==> src/rtl/spr_copy_pkg.sv <==
package spr_copy_pkg;
   typedef enum logic [1:0] {
      BUS_MAIN = 2'd0,
      BUS_VID  = 2'd1,
      BUS_WRAM = 2'd2,
      BUS_INT  = 2'd3
   } bus_cls_e;
endpackage

==> src/rtl/spr_bus_class.sv <==
module spr_bus_class
   import spr_copy_pkg::*;
#(
   parameter int              ADDR_W       = 16,
   parameter int              HAS_WRAM_BUS = 1,
   parameter logic [ADDR_W-1:0] VID_LO     = 16'h8000,
   parameter logic [ADDR_W-1:0] XRAM_LO    = 16'hA000,
   parameter logic [ADDR_W-1:0] WRAM_LO    = 16'hC000,
   parameter logic [ADDR_W-1:0] INT_LO     = 16'hFE00
) (
   input  logic [ADDR_W-1:0] addr,
   input  logic              enh,
   output bus_cls_e          cls
);
   logic wram_sel;

   generate
      if (HAS_WRAM_BUS != 0) begin : g_wram_bus
         assign wram_sel = enh;
      end else begin : g_no_wram_bus
         assign wram_sel = 1'b0;
      end
   endgenerate

   always_comb begin
      if (addr >= INT_LO)
         cls = BUS_INT;
      else if (addr >= WRAM_LO)
         cls = wram_sel ? BUS_WRAM : BUS_MAIN;
      else if (addr >= XRAM_LO)
         cls = BUS_MAIN;
      else if (addr >= VID_LO)
         cls = BUS_VID;
      else
         cls = BUS_MAIN;
   end
endmodule

==> src/rtl/spr_copy_seq.sv <==
module spr_copy_seq #(
   parameter int ADDR_W    = 16,
   parameter int DATA_W    = 8,
   parameter int XFER_LEN  = 160,
   parameter int START_DLY = 7,
   parameter int BYTE_CYC  = 4,
   parameter int MAX_PAGE  = 8'hE0,
   localparam int CNT_W    = $clog2(XFER_LEN + 1),
   localparam int DLY_W    = $clog2(START_DLY + 1),
   localparam int IDX_W    = $clog2(XFER_LEN)
) (
   input  logic              clk,
   input  logic              rst,
   input  logic              trig_wr,
   input  logic [DATA_W-1:0] trig_data,
   output logic              busy,
   output logic              active,
   output logic              step,
   output logic [ADDR_W-1:0] src,
   output logic [IDX_W-1:0]  dst
);
   localparam int PAD_W = ADDR_W - DATA_W;

   generate
      if (ADDR_W <= DATA_W) begin : g_bad_width
         $error("spr_copy_seq: ADDR_W must exceed DATA_W");
      end
      if (BYTE_CYC < 1 || XFER_LEN < 2 || START_DLY < 1) begin : g_bad_timing
         $error("spr_copy_seq: BYTE_CYC, XFER_LEN and START_DLY out of range");
      end
   endgenerate

   logic [CNT_W-1:0]  cnt_q;
   logic [DLY_W-1:0]  dly_q;
   logic [ADDR_W-1:0] src_q;
   logic [IDX_W-1:0]  dst_q;
   logic              again_q;
   logic              accept;
   logic              run;
   logic              sub_last;

   assign accept = trig_wr && (trig_data <= DATA_W'(MAX_PAGE));
   assign busy   = (cnt_q != '0);
   assign run    = busy && (dly_q == '0);
   assign step   = run && sub_last;
   assign active = busy && ((dly_q == '0) || again_q);
   assign src    = src_q;
   assign dst    = dst_q;

   generate
      if (BYTE_CYC == 1) begin : g_sub_none
         assign sub_last = 1'b1;
      end else begin : g_sub_cnt
         localparam int SUB_W = $clog2(BYTE_CYC);
         logic [SUB_W-1:0] sub_q;
         always_ff @(posedge clk) begin
            if (rst || accept || !run)
               sub_q <= '0;
            else if (sub_q == SUB_W'(BYTE_CYC - 1))
               sub_q <= '0;
            else
               sub_q <= sub_q + 1'b1;
         end
         assign sub_last = (sub_q == SUB_W'(BYTE_CYC - 1));

         AST_STEP_GAP: assert property (@(posedge clk) disable iff (rst)
            step |=> !step) else $error("byte strobes too close");
      end
   endgenerate

   always_ff @(posedge clk) begin
      if (rst) begin
         cnt_q   <= '0;
         dly_q   <= '0;
         src_q   <= '0;
         dst_q   <= '0;
         again_q <= 1'b0;
      end else if (accept) begin
         cnt_q   <= CNT_W'(XFER_LEN);
         dly_q   <= DLY_W'(START_DLY);
         src_q   <= {trig_data, {PAD_W{1'b0}}};
         dst_q   <= '0;
         again_q <= busy;
      end else if (busy) begin
         if (dly_q != '0) begin
            dly_q <= dly_q - 1'b1;
         end else if (step) begin
            cnt_q <= cnt_q - 1'b1;
            src_q <= src_q + 1'b1;
            dst_q <= dst_q + 1'b1;
            if (cnt_q == CNT_W'(1))
               again_q <= 1'b0;
         end
      end
   end

   AST_TRIG_START: assert property (@(posedge clk) disable iff (rst)
      accept |=> (busy && !step && dst_q == '0)) else $error("trigger not taken");
   AST_HIGH_PAGE_IGNORED: assert property (@(posedge clk) disable iff (rst)
      (trig_wr && !accept && !busy) |=> !busy) else $error("rejected page started copy");
   AST_DST_IN_RANGE: assert property (@(posedge clk) disable iff (rst)
      step |-> (dst_q < IDX_W'(XFER_LEN))) else $error("sprite index overflow");
   AST_SRC_ADVANCE: assert property (@(posedge clk) disable iff (rst)
      (step && !accept) |=> (src_q == $past(src_q) + 1'b1)) else $error("source not advanced");
   AST_RESTART_ONLY_BUSY: assert property (@(posedge clk) disable iff (rst)
      !busy |-> !again_q) else $error("restart flag left set");
endmodule

==> src/rtl/spr_cpu_arb.sv <==
module spr_cpu_arb
   import spr_copy_pkg::*;
#(
   parameter int              ADDR_W   = 16,
   parameter int              XFER_LEN = 160,
   parameter logic [ADDR_W-1:0] SPR_BASE = 16'hFE00
) (
   input  logic              clk,
   input  logic              rst,
   input  logic              enh,
   input  logic              active,
   input  logic [ADDR_W-1:0] src,
   input  logic [ADDR_W-1:0] cpu_addr,
   input  logic              cpu_rd,
   input  logic              cpu_wr,
   output logic [ADDR_W-1:0] addr_eff,
   output logic              wr_ok,
   output logic              rd_ff
);
   localparam logic [ADDR_W-1:0] SPR_END = ADDR_W'(SPR_BASE + XFER_LEN);

   bus_cls_e cpu_cls;
   bus_cls_e src_cls;
   logic     clash;
   logic     spr_hit;

   spr_bus_class #(.ADDR_W(ADDR_W)) u_cls_cpu (
      .addr(cpu_addr), .enh(enh), .cls(cpu_cls)
   );
   spr_bus_class #(.ADDR_W(ADDR_W)) u_cls_src (
      .addr(src), .enh(enh), .cls(src_cls)
   );

   assign clash    = active && (cpu_cls == src_cls);
   assign spr_hit  = active && (cpu_addr >= SPR_BASE) && (cpu_addr < SPR_END);
   assign addr_eff = clash ? src : cpu_addr;
   assign wr_ok    = cpu_wr && !clash && !spr_hit;
   assign rd_ff    = cpu_rd && spr_hit;

   AST_FF_NOT_REDIRECTED: assert property (@(posedge clk) disable iff (rst)
      rd_ff |-> (addr_eff == cpu_addr)) else $error("sprite block overlaps redirect");
endmodule

==> src/rtl/spr_copy_dma.sv <==
module spr_copy_dma #(
   parameter int  ADDR_W    = 16,
   parameter int  DATA_W    = 8,
   parameter int  XFER_LEN  = 160,
   parameter int  START_DLY = 7,
   parameter int  BYTE_CYC  = 4,
   parameter int  MAX_PAGE  = 8'hE0,
   localparam int SPR_AW    = $clog2(XFER_LEN)
) (
   input  logic              clk,
   input  logic              rst,
   input  logic              enh_mode,
   input  logic              trig_wr,
   input  logic [DATA_W-1:0] trig_wdata,
   output logic [DATA_W-1:0] trig_rdata,
   input  logic [ADDR_W-1:0] cpu_addr,
   input  logic              cpu_rd,
   input  logic              cpu_wr,
   output logic [ADDR_W-1:0] cpu_addr_eff,
   output logic              cpu_wr_ok,
   output logic              cpu_rd_ff,
   output logic              mrd_en,
   output logic [ADDR_W-1:0] mrd_addr,
   input  logic [DATA_W-1:0] mrd_data,
   output logic              spr_we,
   output logic [SPR_AW-1:0] spr_waddr,
   output logic [DATA_W-1:0] spr_wdata,
   output logic              busy
);
   logic              active;
   logic              step;
   logic [ADDR_W-1:0] src;

   spr_copy_seq #(
      .ADDR_W(ADDR_W), .DATA_W(DATA_W), .XFER_LEN(XFER_LEN),
      .START_DLY(START_DLY), .BYTE_CYC(BYTE_CYC), .MAX_PAGE(MAX_PAGE)
   ) u_seq (
      .clk(clk), .rst(rst), .trig_wr(trig_wr), .trig_data(trig_wdata),
      .busy(busy), .active(active), .step(step), .src(src), .dst(spr_waddr)
   );

   spr_cpu_arb #(.ADDR_W(ADDR_W), .XFER_LEN(XFER_LEN)) u_arb (
      .clk(clk), .rst(rst), .enh(enh_mode), .active(active), .src(src),
      .cpu_addr(cpu_addr), .cpu_rd(cpu_rd), .cpu_wr(cpu_wr),
      .addr_eff(cpu_addr_eff), .wr_ok(cpu_wr_ok), .rd_ff(cpu_rd_ff)
   );

   assign mrd_en     = step;
   assign mrd_addr   = src;
   assign spr_we     = step;
   assign spr_wdata  = mrd_data;
   assign trig_rdata = enh_mode ? '0 : '1;

   AST_BUSY_ENDS_ON_WRITE: assert property (@(posedge clk) disable iff (rst)
      ($fell(busy) && !$past(rst)) |-> $past(spr_we)) else $error("busy dropped early");
   AST_NO_WRITE_IDLE: assert property (@(posedge clk) disable iff (rst)
      !busy |-> !spr_we) else $error("write while idle");
endmodule

==> config.mk <==
export PLATFORM = sky130hd
export DESIGN_NAME = spr_copy_dma
export DESIGN_NICKNAME = d
export VERILOG_FILES = /design/src/rtl/spr_copy_pkg.sv /design/src/rtl/spr_bus_class.sv /design/src/rtl/spr_copy_seq.sv /design/src/rtl/spr_cpu_arb.sv /design/src/rtl/spr_copy_dma.sv
export SDC_FILE = /design/constraint.sdc
export NUM_CORES = 1
export LEC_CHECK = 0
export ABC_AREA = 1
export BUFFER_PORTS_ARGS = -buffer_cell sky130_fd_sc_hd__buf_2
export CORE_UTILIZATION = 50
export CTS_BUF_LIST = sky130_fd_sc_hd__clkbuf_16
export DETAILED_ROUTE_END_ITERATION = 12
export HOLD_SLACK_MARGIN = 0.1
export PLACE_DENSITY_LB_ADDON = 0.2
export RECOVER_POWER = 50
export SLEW_MARGIN = 5
export SYNTH_ARGS = -nofsm -noshare
export SYNTH_HDL_FRONTEND = slang
export SYNTH_SLANG_ARGS = --single-unit
==> constraint.sdc <==
create_clock -name clk -period 3.75 [get_ports clk]
set_input_delay 0 -clock clk [delete_from_list [all_inputs] [get_ports clk]]
set_output_delay 0 -clock clk [all_outputs]
set_load 0.1 [all_outputs]
==> metrics.md, run 1 <==
| Metric | Value |
|---|---|
| Wire per inst | 11.4 um |
| Initial detailed-routing violation count | ~170 |
| TritonRoute pass-1 iters | 4 |
| Antenna Cells | 0 |
| Internal power | 0.878 mW |
| Period utilization | between 60 and 70% |
| Count of pins over their slew limit | 0 |
| PD cells | 421 mW/mm2 |
| Post-Route WL | 6.91 mm |
| Die Y | 76.7 um |
| Synth Register Bits | 38 |
| Post-Syn Instances | 456 |
| Root buffer cell | clkbuf_16 |
| Overflow after GRT | 0 |
| Max_slew headroom | 21.0% |
| CP Launch Type | input port |
| Gr usage total | 24.6% |
| Placer Congestion | 0.812 |
| Post-route minimum period | 2.62 ns |
| Number of global-route vias before repair | 2713 |
| DP Wirelength | 5.03 mm |
| Switching Share | 39.0% |
| Clock Power Share | between 30% and 40% |
| Drt drc | 0 |
| Post-Syn Area | 0.00279 mm2 |
| CP endpoint kind | flop |
| Die X | 76.7 um |
| CTS tree | built |
| Outcome | completed |
| Vias per cell | 4.97 |
| Syn avg cell area | 6.12 um2 |
| Clock Skews | 0.00530 ns |
| Syn nets | roughly 500 |
| Initial antenna violation count | 0 |
| Non-filler cells in the finished layout | approximately 610 |
| F_max | 381 MHz |
| Worst-path clk slew | about 0.060 ns |
| Psw | between 0.5 and 0.6 mW |
| Crit path kind | input port to flop |
| Count of cell types in the netlist | 29 |
| Leak | 1.57 nW |
| Seq pwr share | 30.0% |
| Design area | 0.00342 mm2 |
| CTS buffer count | 5 |
| Clock Path Buffers | 2 |
| Setup TNS Final | 0 ns |
| Syn-to-layout area delta | 22.7% |
| Largest net degree at the start of global routing | 37 |
| Comb pwr share | 31.2% |
| Antenna-violating nets left | 0 |
| Final setup fails | 0 |
| IO buf count | 82 |
| Io pins | between 90 and 100 |
| Core Area | 0.00524 mm2 |
| Final hold violation count | 0 |
| CTS sink cnt | 38 |
| Sequential area share after synthesis | between 20% and 30% |
| Crit Path Max Fanout | 20 |
| Layout cells sized above 1 | 14.0% |
| Yosys warns | 0 |
| H-tree depth | 2 |
| Initial core utilization | 53.2% |
| Overall power | 1.44 mW |
| First-pass GRT wire length | roughly 12 mm |
| Row cnt | 26 |
| Nets | 582 |
| Dpl cell area | 0.00310 mm2 |
| Critical Path RT | about 4.0 ns |
| Die ar. | 0.00588 mm2 |
| Via count | between 3000 and 4000 |
| RSZ-0062 raised after global routing | false |
| Tightest Pin Transition | approximately 1.2 ns |
| Fillers | 528 |
| Latest clock arrival within the worst-skew pair | 0.28 ns |
| DP Cell Count | between 500 and 600 |
| Commonest non-fill, non-tap cell in the layout | nand2_1 |
| Max Cap Viol | 0 |
| Worst VDD drop | about 0.24 mV |
| CTS resizes | 0 |
| Critical Path AT | 2.82 ns |
| Most frequent cells in the layout | nand2_1 (147), inv_1 (50), nor2_1 (48) |
| Worst Hold Class | flop to flop |
through the flow:
step	setup slack, ns	hold WS, ns	utilization (%)
2_1_floorplan	0.551	0.173	-
3_3_place_gp	1.71	0.00118	59.3
3_5_place_dp	1.64	0.00118	59.3
4_1_cts	1.16	0.425	66.2
5_1_grt	0.761	0.447	65.3
6_report	1.13	0.422	65.3
cells by family after synthesis:
| family | Yosys count | synth area share, % |
|---|---|---|
| compound gates | 51 | 9.65 |
| flops | 38 | 27.3 |
| xor+xnor | 9 | 2.83 |
| buf+inv | 82 | 14.2 |
| simple gates | 267 | 42.0 |
| fa+ha+maj | 9 | 4.04 |
worst paths after layout:
path                                        from                                   to  slack [ns]  cells past startpoint
max                                trig_wdata[6]            u_seq.src[7]$_SDFFE_PP0P_        1.13                     10
min          u_seq.g_sub_cnt.sub_q[0]$_SDFF_PP0_  u_seq.g_sub_cnt.sub_q[0]$_SDFF_PP0_        0.42                      1
max reg2reg          u_seq.cnt_q[0]$_SDFFE_PP0P_           u_seq.src[13]$_SDFFE_PP0P_        1.16                     11
min reg2reg  u_seq.g_sub_cnt.sub_q[0]$_SDFF_PP0_  u_seq.g_sub_cnt.sub_q[0]$_SDFF_PP0_        0.42                      1
registers in the layout (all words and copies together) (netlist names):
signal,cells
u_seq.dly_q,3
u_seq.again_q,1
u_seq.g_sub_cnt.sub_q,2
u_seq.cnt_q,8
u_seq.src,16
u_seq.dst,8
cell type report:
cell class / count / area, um2 / share of cell area [%]
tap: 70 / 87.6 / 2.56
inverter: 53 / 199 / 5.82
clock buffer: 5 / 125 / 3.66
sequential: 38 / 761 / 22.2
timing repair buffer: 101 / 548 / 16.0
clock inverter: 3 / 68.8 / 2.01
multi-input combinational: 336 / 1630 / 47.7
power by group through the flow:
stage	combinational, mW	clock, mW	sequential, mW
3_5_place_dp	0.406	0	0.440
6_report	0.450	0.559	0.432
5_1_grt	0.479	0.579	0.434
3_3_place_gp	0.402	0	0.440
4_1_cts	0.454	0.562	0.431
2_1_floorplan	0.356	0	0.471
critical path, cell delays in order:
cell and delay, ns:
dlygate4sd3_1 0.52, buf_2 0.10, and3_1 0.18, nand2_1 0.06, nand2_1 0.47, inv_1 0.33
nor2_1 0.16, clkbuf_1 0.41, inv_1 0.32, nor3_1 0.26
cells in the mapped netlist:
master | number | share of area [%]
nand2_1 | 147 | 20
inv_1 | 50 | 6.7
nor2_1 | 48 | 6.5
dfxtp_1 | 38 | 27
nand3_1 | 32 | 5.7
a21oi_1 | 31 | 5.6
buf_4 | 18 | 4.8
o21ai_0 | 15 | 2.7
nand4_1 | 11 | 2.5
ha_1 | 9 | 4.0
nor3_1 | 9 | 1.6
xor2_1 | 7 | 2.2
buf_2 | 5 | 0.90
nand2_2 | 5 | 1.1
clkbuf_1 | 4 | 0.54
inv_2 | 3 | 0.40
nor2_2 | 3 | 0.67
nor2_4 | 3 | 1.2
o21bai_1 | 3 | 0.81
and3_1 | 2 | 0.45
buf_6 | 2 | 0.81
nand3_2 | 2 | 0.72
nand3b_1 | 2 | 0.54
xnor2_1 | 2 | 0.63
nand2_4 | 1 | 0.40
nor3_4 | 1 | 0.58
o21a_1 | 1 | 0.27
o21ai_2 | 1 | 0.31
or2_1 | 1 | 0.22
layer usage:
metal | vias to the layer above | part of all wire, % | GRT usage [%]
met3 | 10 | 6.3 | 4.05
li1 | 1580 | - | -
met2 | 102 | 46 | 42.1
met5 | - | 0 | 0
met1 | 1317 | 46 | 31.6
met4 | 0 | 1.0 | 7.31
repair_timing:
action / 4_1_cts / 5_1_grt
setup buffers: 0 / 0
endpoints found under the hold margin: 19 / 0
setup endpoints to repair: 0 / 0
hold buffers: 17 / 0
Note: power is estimated with default switching activity, not from simulation.
==> inputs of run 2 (changes only) <==
- clock period: 3.75 -> 2.57 ns (I/O delays scaled with it)
==> metrics.md, run 2 (synthesis gave the netlist of run 1 again) <==
| Metric | Value |
|---|---|
| PD cells | 600 mW/mm2 (+43%) |
| Row cnt | 26 (unchanged) |
| DP Wirelength | 5.11 mm (+1.6%) |
| Die X | 76.7 um (unchanged) |
| Layout cells sized above 1 | 16.2% (+2.2 points) |
| Critical Path AT | 2.58 ns (-0.24 ns) |
| Wire per inst | 11.4 um (about the same) |
| TritonRoute pass-1 iters | 4 (unchanged) |
| Root buffer cell | clkbuf_16 |
| Io pins | 99 (unchanged) |
| Leak | 1.61 nW (+2.9%) |
| Overall power | 2.11 mW (+47%) |
| Commonest non-fill, non-tap cell in the layout | nand2_1 |
| CTS buffer count | 5 (unchanged) |
| Placer Congestion | 0.841 (+3.6%) |
| Post-Route WL | 6.98 mm (+1.0%) |
| Drt drc | 0 (unchanged) |
| Largest net degree at the start of global routing | 37 (unchanged) |
| Initial detailed-routing violation count | 210 (+21%) |
| Latest clock arrival within the worst-skew pair | 0.28 ns (about the same) |
| Clock Path Buffers | 2 (unchanged) |
| Crit path kind | flop to flop |
| Gr usage total | 24.4% (-0.25 points) |
| IO buf count | 82 (unchanged) |
| Number of global-route vias before repair | 2731 (+0.66%) |
| Final setup fails | 0 (unchanged) |
| Count of pins over their slew limit | 0 (unchanged) |
| First-pass GRT wire length | 11.8 mm (-1.8%) |
| Overflow after GRT | 0 (unchanged) |
| Worst-path clk slew | 0.06 ns (about the same) |
| Post-route minimum period | about 2.4 ns |
| Worst VDD drop | 0.418 mV (+74%) |
| Clock Skews | 0.00636 ns (+0.00106 ns) |
| Max Cap Viol | 0 (unchanged) |
| CP Launch Type | flop |
| Syn-to-layout area delta | 26.2% |
| Crit Path Max Fanout | 36 (+80%) |
| Initial antenna violation count | 0 (unchanged) |
| Outcome | completed |
| Critical Path RT | 2.79 ns (-1.16 ns) |
| Fillers | 478 (-9.5%) |
| Worst Hold Class | input port to flop |
| Die ar. | 0.00588 mm2 (unchanged) |
| Nets | 588 (+1.0%) |
| Tightest Pin Transition | 1.17 ns (-0.0153 ns) |
| Vias per cell | 4.98 (+0.24%) |
| F_max | 424 MHz |
| Util after Layout | 67.2% (+1.9 points) |
| Antenna Cells | 0 (unchanged) |
| CTS tree | built |
| Initial core utilization | 53.2% (unchanged) |
| Core Area | 0.00524 mm2 (unchanged) |
| Via count | 3046 (+1.2%) |
| Period utilization | 91.7% |
| CP endpoint kind | flop |
| Number of flip-flops in the largest register | 16 (unchanged) |
| H-tree depth | 2 (unchanged) |
| CTS sink cnt | 38 (unchanged) |
| Antenna-violating nets left | 0 (unchanged) |
| Most frequent cells in the layout | nand2_1 (148), inv_1 (50), nor2_1 (47) |
| RSZ-0062 raised after global routing | false |
| Die Y | 76.7 um (unchanged) |
| Max_slew headroom | 22.1% (+1.0 points) |
| Final hold violation count | 0 (unchanged) |
| Setup TNS Final | 0 ns (unchanged) |
-- run 2: cell count changes in the layout (fill, tap and decap cells not counted) --
cell / before / now
nor2_2: 3 / 4
dfxtp_1: 38 / 31
clkbuf_1: 36 / 35
nand2_2: 5 / 4
dfxtp_2: 0 / 7
buf_4: 1 / 6
clkbuf_4: 0 / 16
nand2_1: 147 / 148
nor2_1: 48 / 47
dlygate4sd3_1: 17 / 18
buf_2: 47 / 32
-- run 2: final timing paths --
| path | startpoint | to | slack (ns) | depth (start not counted) |
|---|---|---|---|---|
| setup / recovery | u_seq.cnt_q[0]$_SDFFE_PP0P_ | u_seq.src[9]$_SDFFE_PP0P_ | 0.21 | 12 |
| hold / removal | trig_wr | u_seq.cnt_q[5]$_SDFFE_PP0P_ | 0.24 | 4 |
| setup reg to reg | u_seq.cnt_q[0]$_SDFFE_PP0P_ | u_seq.src[9]$_SDFFE_PP0P_ | 0.21 | 12 |
| hold reg to reg | u_seq.g_sub_cnt.sub_q[0]$_SDFF_PP0_ | u_seq.g_sub_cnt.sub_q[0]$_SDFF_PP0_ | 0.42 | 1 |
-- run 2: critical path, stage by stage, from the launching register on --
cell	delay, ns
dfxtp_1	0.32
inv_1	0.15
ha_1	0.20
inv_1	0.04
nor2_1	0.10
nand2_1	0.16
nand3_2	0.09
buf_4	0.32
nand3_1	0.13
nand2_1	0.08
nor2_1	0.04
nor2_1	0.09
dlygate4sd3_1	0.56
-- run 2: cell type report --
cell class	count	area, um2	share of cell area, %
clock buffers	5	125	3.56
multi-input cells	336	1630	46.4
flip-flops and latches	38	769	21.9
clock inverters	3	68.8	1.96
repair buffers	107	637	18.1
inverters	53	199	5.65
well taps	70	87.6	2.49
-- run 2: layer usage --
layer  global-route usage [%]  share of wire (%)  up-vias  wire, um
met5                        0                  0        -         0
met4                     7.31               0.79        0        55
met3                     4.40                6.1        6       429
met2                     43.4                 48      110      3380
met1                     29.6                 45     1339      3120
li1                         -                  -     1591         -
-- run 2: per-stage QoR --
stage / hold WS (ns) / std cells / instance area, um2 / setup slack [ns]
after floorplan: 0.173 / 456 / 2800 / 0.226
final: 0.240 / 612 / 3520 / 0.212
after CTS: 0.244 / 611 / 3520 / 0.134
after global placement: 0.000681 / 585 / 3150 / 0.558
after detailed placement: 0.000681 / 585 / 3150 / 0.444
after global routing: 0.260 / 612 / 3520 / 0.00934
-- run 2: repair_timing --
item / CTS / global route
setup buffers: 0 / 1
endpoints found under the hold margin: 19 / 0
resized for setup: 0 / 16
hold buffers: 18 / 0
endpoints found under the setup margin: 0 / 18
-- run 2: report_power, final --
group          internal, mW  switching [mW]
Combinational         0.134           0.543
Sequential            0.608          0.0226
Clock                 0.557           0.247
==> inputs of run 3 (changes only) <==
- ABC_CLOCK_PERIOD_IN_PS: default -> 2570
- GPL_TIMING_DRIVEN: default -> 0
==> metrics.md, run 3 (synthesis gave the netlist of run 1 again) <==
| Metric | Value |
|---|---|
| Top cell by count, worst path | nand2_1 |
| Outcome | completed |
| Antenna-violating nets left | 0 (unchanged) |
| Final setup fails | 0 (unchanged) |
| Critical Path AT | 2.44 ns (-0.14 ns) |
| Nets | 609 (+3.6%) |
| Comb pwr share | 32.5% (+0.5 points) |
| Post-Route WL | 7.51 mm (+7.5%) |
| Io pins | 99 (unchanged) |
| CP max stage cell | buf_2 |
| Reg2reg start | u_seq.src[1]$_SDFFE_PP0P_ |
| RSZ-0062 raised after global routing | false |
| Tightest Pin Transition | 1.18 ns (+0.00467 ns) |
| Seq pwr share | 29.5% (-0.4 points) |
| Internal power | 1.31 mW (+0.65%) |
| Critical Path RT | 2.57 ns (-0.22 ns) |
| CTS sink cnt | 38 (unchanged) |
| Gr usage total | 26.1% (+1.7 points) |
| Initial core utilization | 53.2% (unchanged) |
| Worst Setup Slack, final | 0.132 ns (-0.0800 ns) |
| Row cnt | 26 (unchanged) |
| Crit Path Max Fanout | 10 (-72%) |
| H-tree depth | 2 (unchanged) |
| Die X | 76.7 um (unchanged) |
| Layout cells sized above 1 | 18.8% (+2.6 points) |
| Max_slew headroom | 21.8% (-0.31 points) |
| Syn-to-layout area delta | 28.6% |
| CP endpoint kind | output pin |
| Post-CTS Setup Inserts | 0 (unchanged) |
| DP Wirelength | 5.49 mm (+7.4%) |
| Vias per cell | 5.04 (+1.3%) |
| Worst VDD drop | 0.477 mV (+14%) |
| CP Launch Type | flop |
| Crit path kind | flop to output pin |
| Hold_sp | trig_wr |
| Clock Power Share | 38.0% (about the same) |
| Largest net degree at the start of global routing | 14 (-62%) |
| CTS tree | built |
| Initial antenna violation count | 0 (unchanged) |
| Antenna Cells | 0 (unchanged) |
| Final hold violation count | 0 (unchanged) |
| TritonRoute pass-1 iters | 4 (unchanged) |
| Initial detailed-routing violation count | 198 (-5.7%) |
| F_max | 410 MHz (-3.3%) |
| Core Area | 0.00524 mm2 (unchanged) |
| CP bufs+invs | 3 (-1) |
| Overflow after GRT | 0 (unchanged) |
| First-pass GRT wire length | 12.6 mm (+7.2%) |
| CTS buffer count | 5 (unchanged) |
| Number of flip-flops in the largest register | 16 (unchanged) |
| Max Cap Viol | 0 (unchanged) |
| PD cells | 595 mW/mm2 (-0.82%) |
| Clock Path Buffers | 2 (unchanged) |
| Count of pins over their slew limit | 0 (unchanged) |
| Drt drc | 0 (unchanged) |
| Worst Hold Class | input port to flop |
| Clock Skews | 0.00647 ns (+0.000116 ns) |
| Number of global-route vias before repair | 2805 (+2.7%) |
| Setup TNS Final | 0 ns (unchanged) |
| Period utilization | 94.9% (+3.1 points) |
| Die ar. | 0.00588 mm2 (unchanged) |
| Die Y | 76.7 um (unchanged) |
| Worst-path cell chain | inv_1, ha_1, nand2_1, nor2_2, nor2_1, o21ai_2, nor2_4, buf_6, nand2_1, nand2_1, buf_2 |
| Wire per inst | 11.9 um (+4.0%) |
| Via count | 3190 (+4.7%) |
| Most frequent cells in the layout | nand2_1 (147), inv_1 (50), clkbuf_1 (48) |
| Leak | 1.66 nW (+2.9%) |
| Psw | 0.827 mW (+1.9%) |
| Worst-path clk slew | 0.06 ns (about the same) |
| Slowest stage delay, CP | 0.42 ns (-0.14 ns) |
| Worst setup path startpoint | u_seq.cnt_q[0]$_SDFFE_PP0P_ |
| Commonest non-fill, non-tap cell in the layout | nand2_1 |
| IO buf count | 90 (+9.8%) |
| CP top delay family | simple AND/OR/NAND/NOR gates |
| Dpl ws | 0.435 ns (-0.00909 ns) |
| Post-route minimum period | 2.44 ns (+0.0800 ns) |
| Root buffer cell | clkbuf_16 |
| Placer Congestion | 0.864 (+2.7%) |
| Switching Share | 38.7% (+0.29 points) |
| Latest clock arrival within the worst-skew pair | 0.28 ns (about the same) |
==> run 3: cell types whose count changed in the layout (fill, tap and decap cells not counted) <==
cell,delta
nand2_1,-1
dlygate4sd3_1,-9
buf_4,+12
clkbuf_1,+13
buf_2,+11
clkbuf_4,-8
buf_6,+2
nand2_2,+1
==> run 3: power by group through the flow <==
stage	clock network [mW]	logic [mW]	registers [mW]
after floorplan	0	0.520	0.689
after global placement	0	0.674	0.642
after detailed placement	0	0.679	0.643
after CTS	0.816	0.692	0.630
after global routing	0.844	0.733	0.633
final	0.810	0.694	0.630
==> run 3: timing repair <==
item	4_1_cts	5_1_grt
gates resized for setup	0	8
endpoints found under the hold margin	12	0
setup endpoints to repair	0	8
hold buffers	9	0
==> run 3: final timing paths <==
| path | slack [ns] | to | cells after the start |
|---|---|---|---|
| worst max register to register | 0.32 | u_seq.src[8]$_SDFFE_PP0P_ | 12 |
| worst min register to register | 0.42 | u_seq.g_sub_cnt.sub_q[0]$_SDFF_PP0_ | 1 |
| worst min-delay path | 0.22 | u_seq.src[3]$_SDFFE_PP0P_ | 6 |
| worst max-delay path | 0.13 | cpu_addr_eff[14] | 11 |
==> run 3: cell type report <==
type	instances	area (um2)
clock buffer	5	125
tap	70	87.6
fill	493	1650
multi-input combinational	336	1630
timing repair buffer	99	507
clock inverter	3	68.8
buffer	29	196
sequential	38	769
inverter	53	199
==> run 3: worst min-delay path: stages <==
cell and delay [ns]:
buf_2 0.08, nand2_1 0.07, inv_1 0.07, nor2_1 0.06
inv_1 0.12, a21oi_1 0.06
==> run 3: stage by stage <==
step                      cell area (um2)  hold slack (ns)  power, mW  utilization (%)  std cells
final                                3590            0.217       2.14             68.5        633
after global placement               3340            0.318       1.32             63.7        616
after CTS                            3620            0.213       2.14             69.2        633
after floorplan                      2800            0.173       1.21                -        456
after global routing                 3590            0.276       2.21             68.5        633
after detailed placement             3340            0.313       1.32             63.7        616
==> run 3: layer usage <==
metal | track usage, % | wire [um] | vias up
met3 | 3.93 | 474 | 9
met5 | 0 | 0 | -
met2 | 45.8 | 3580 | 126
met1 | 33.1 | 3370 | 1416
met4 | 6.73 | 77 | 0
li1 | - | - | 1639
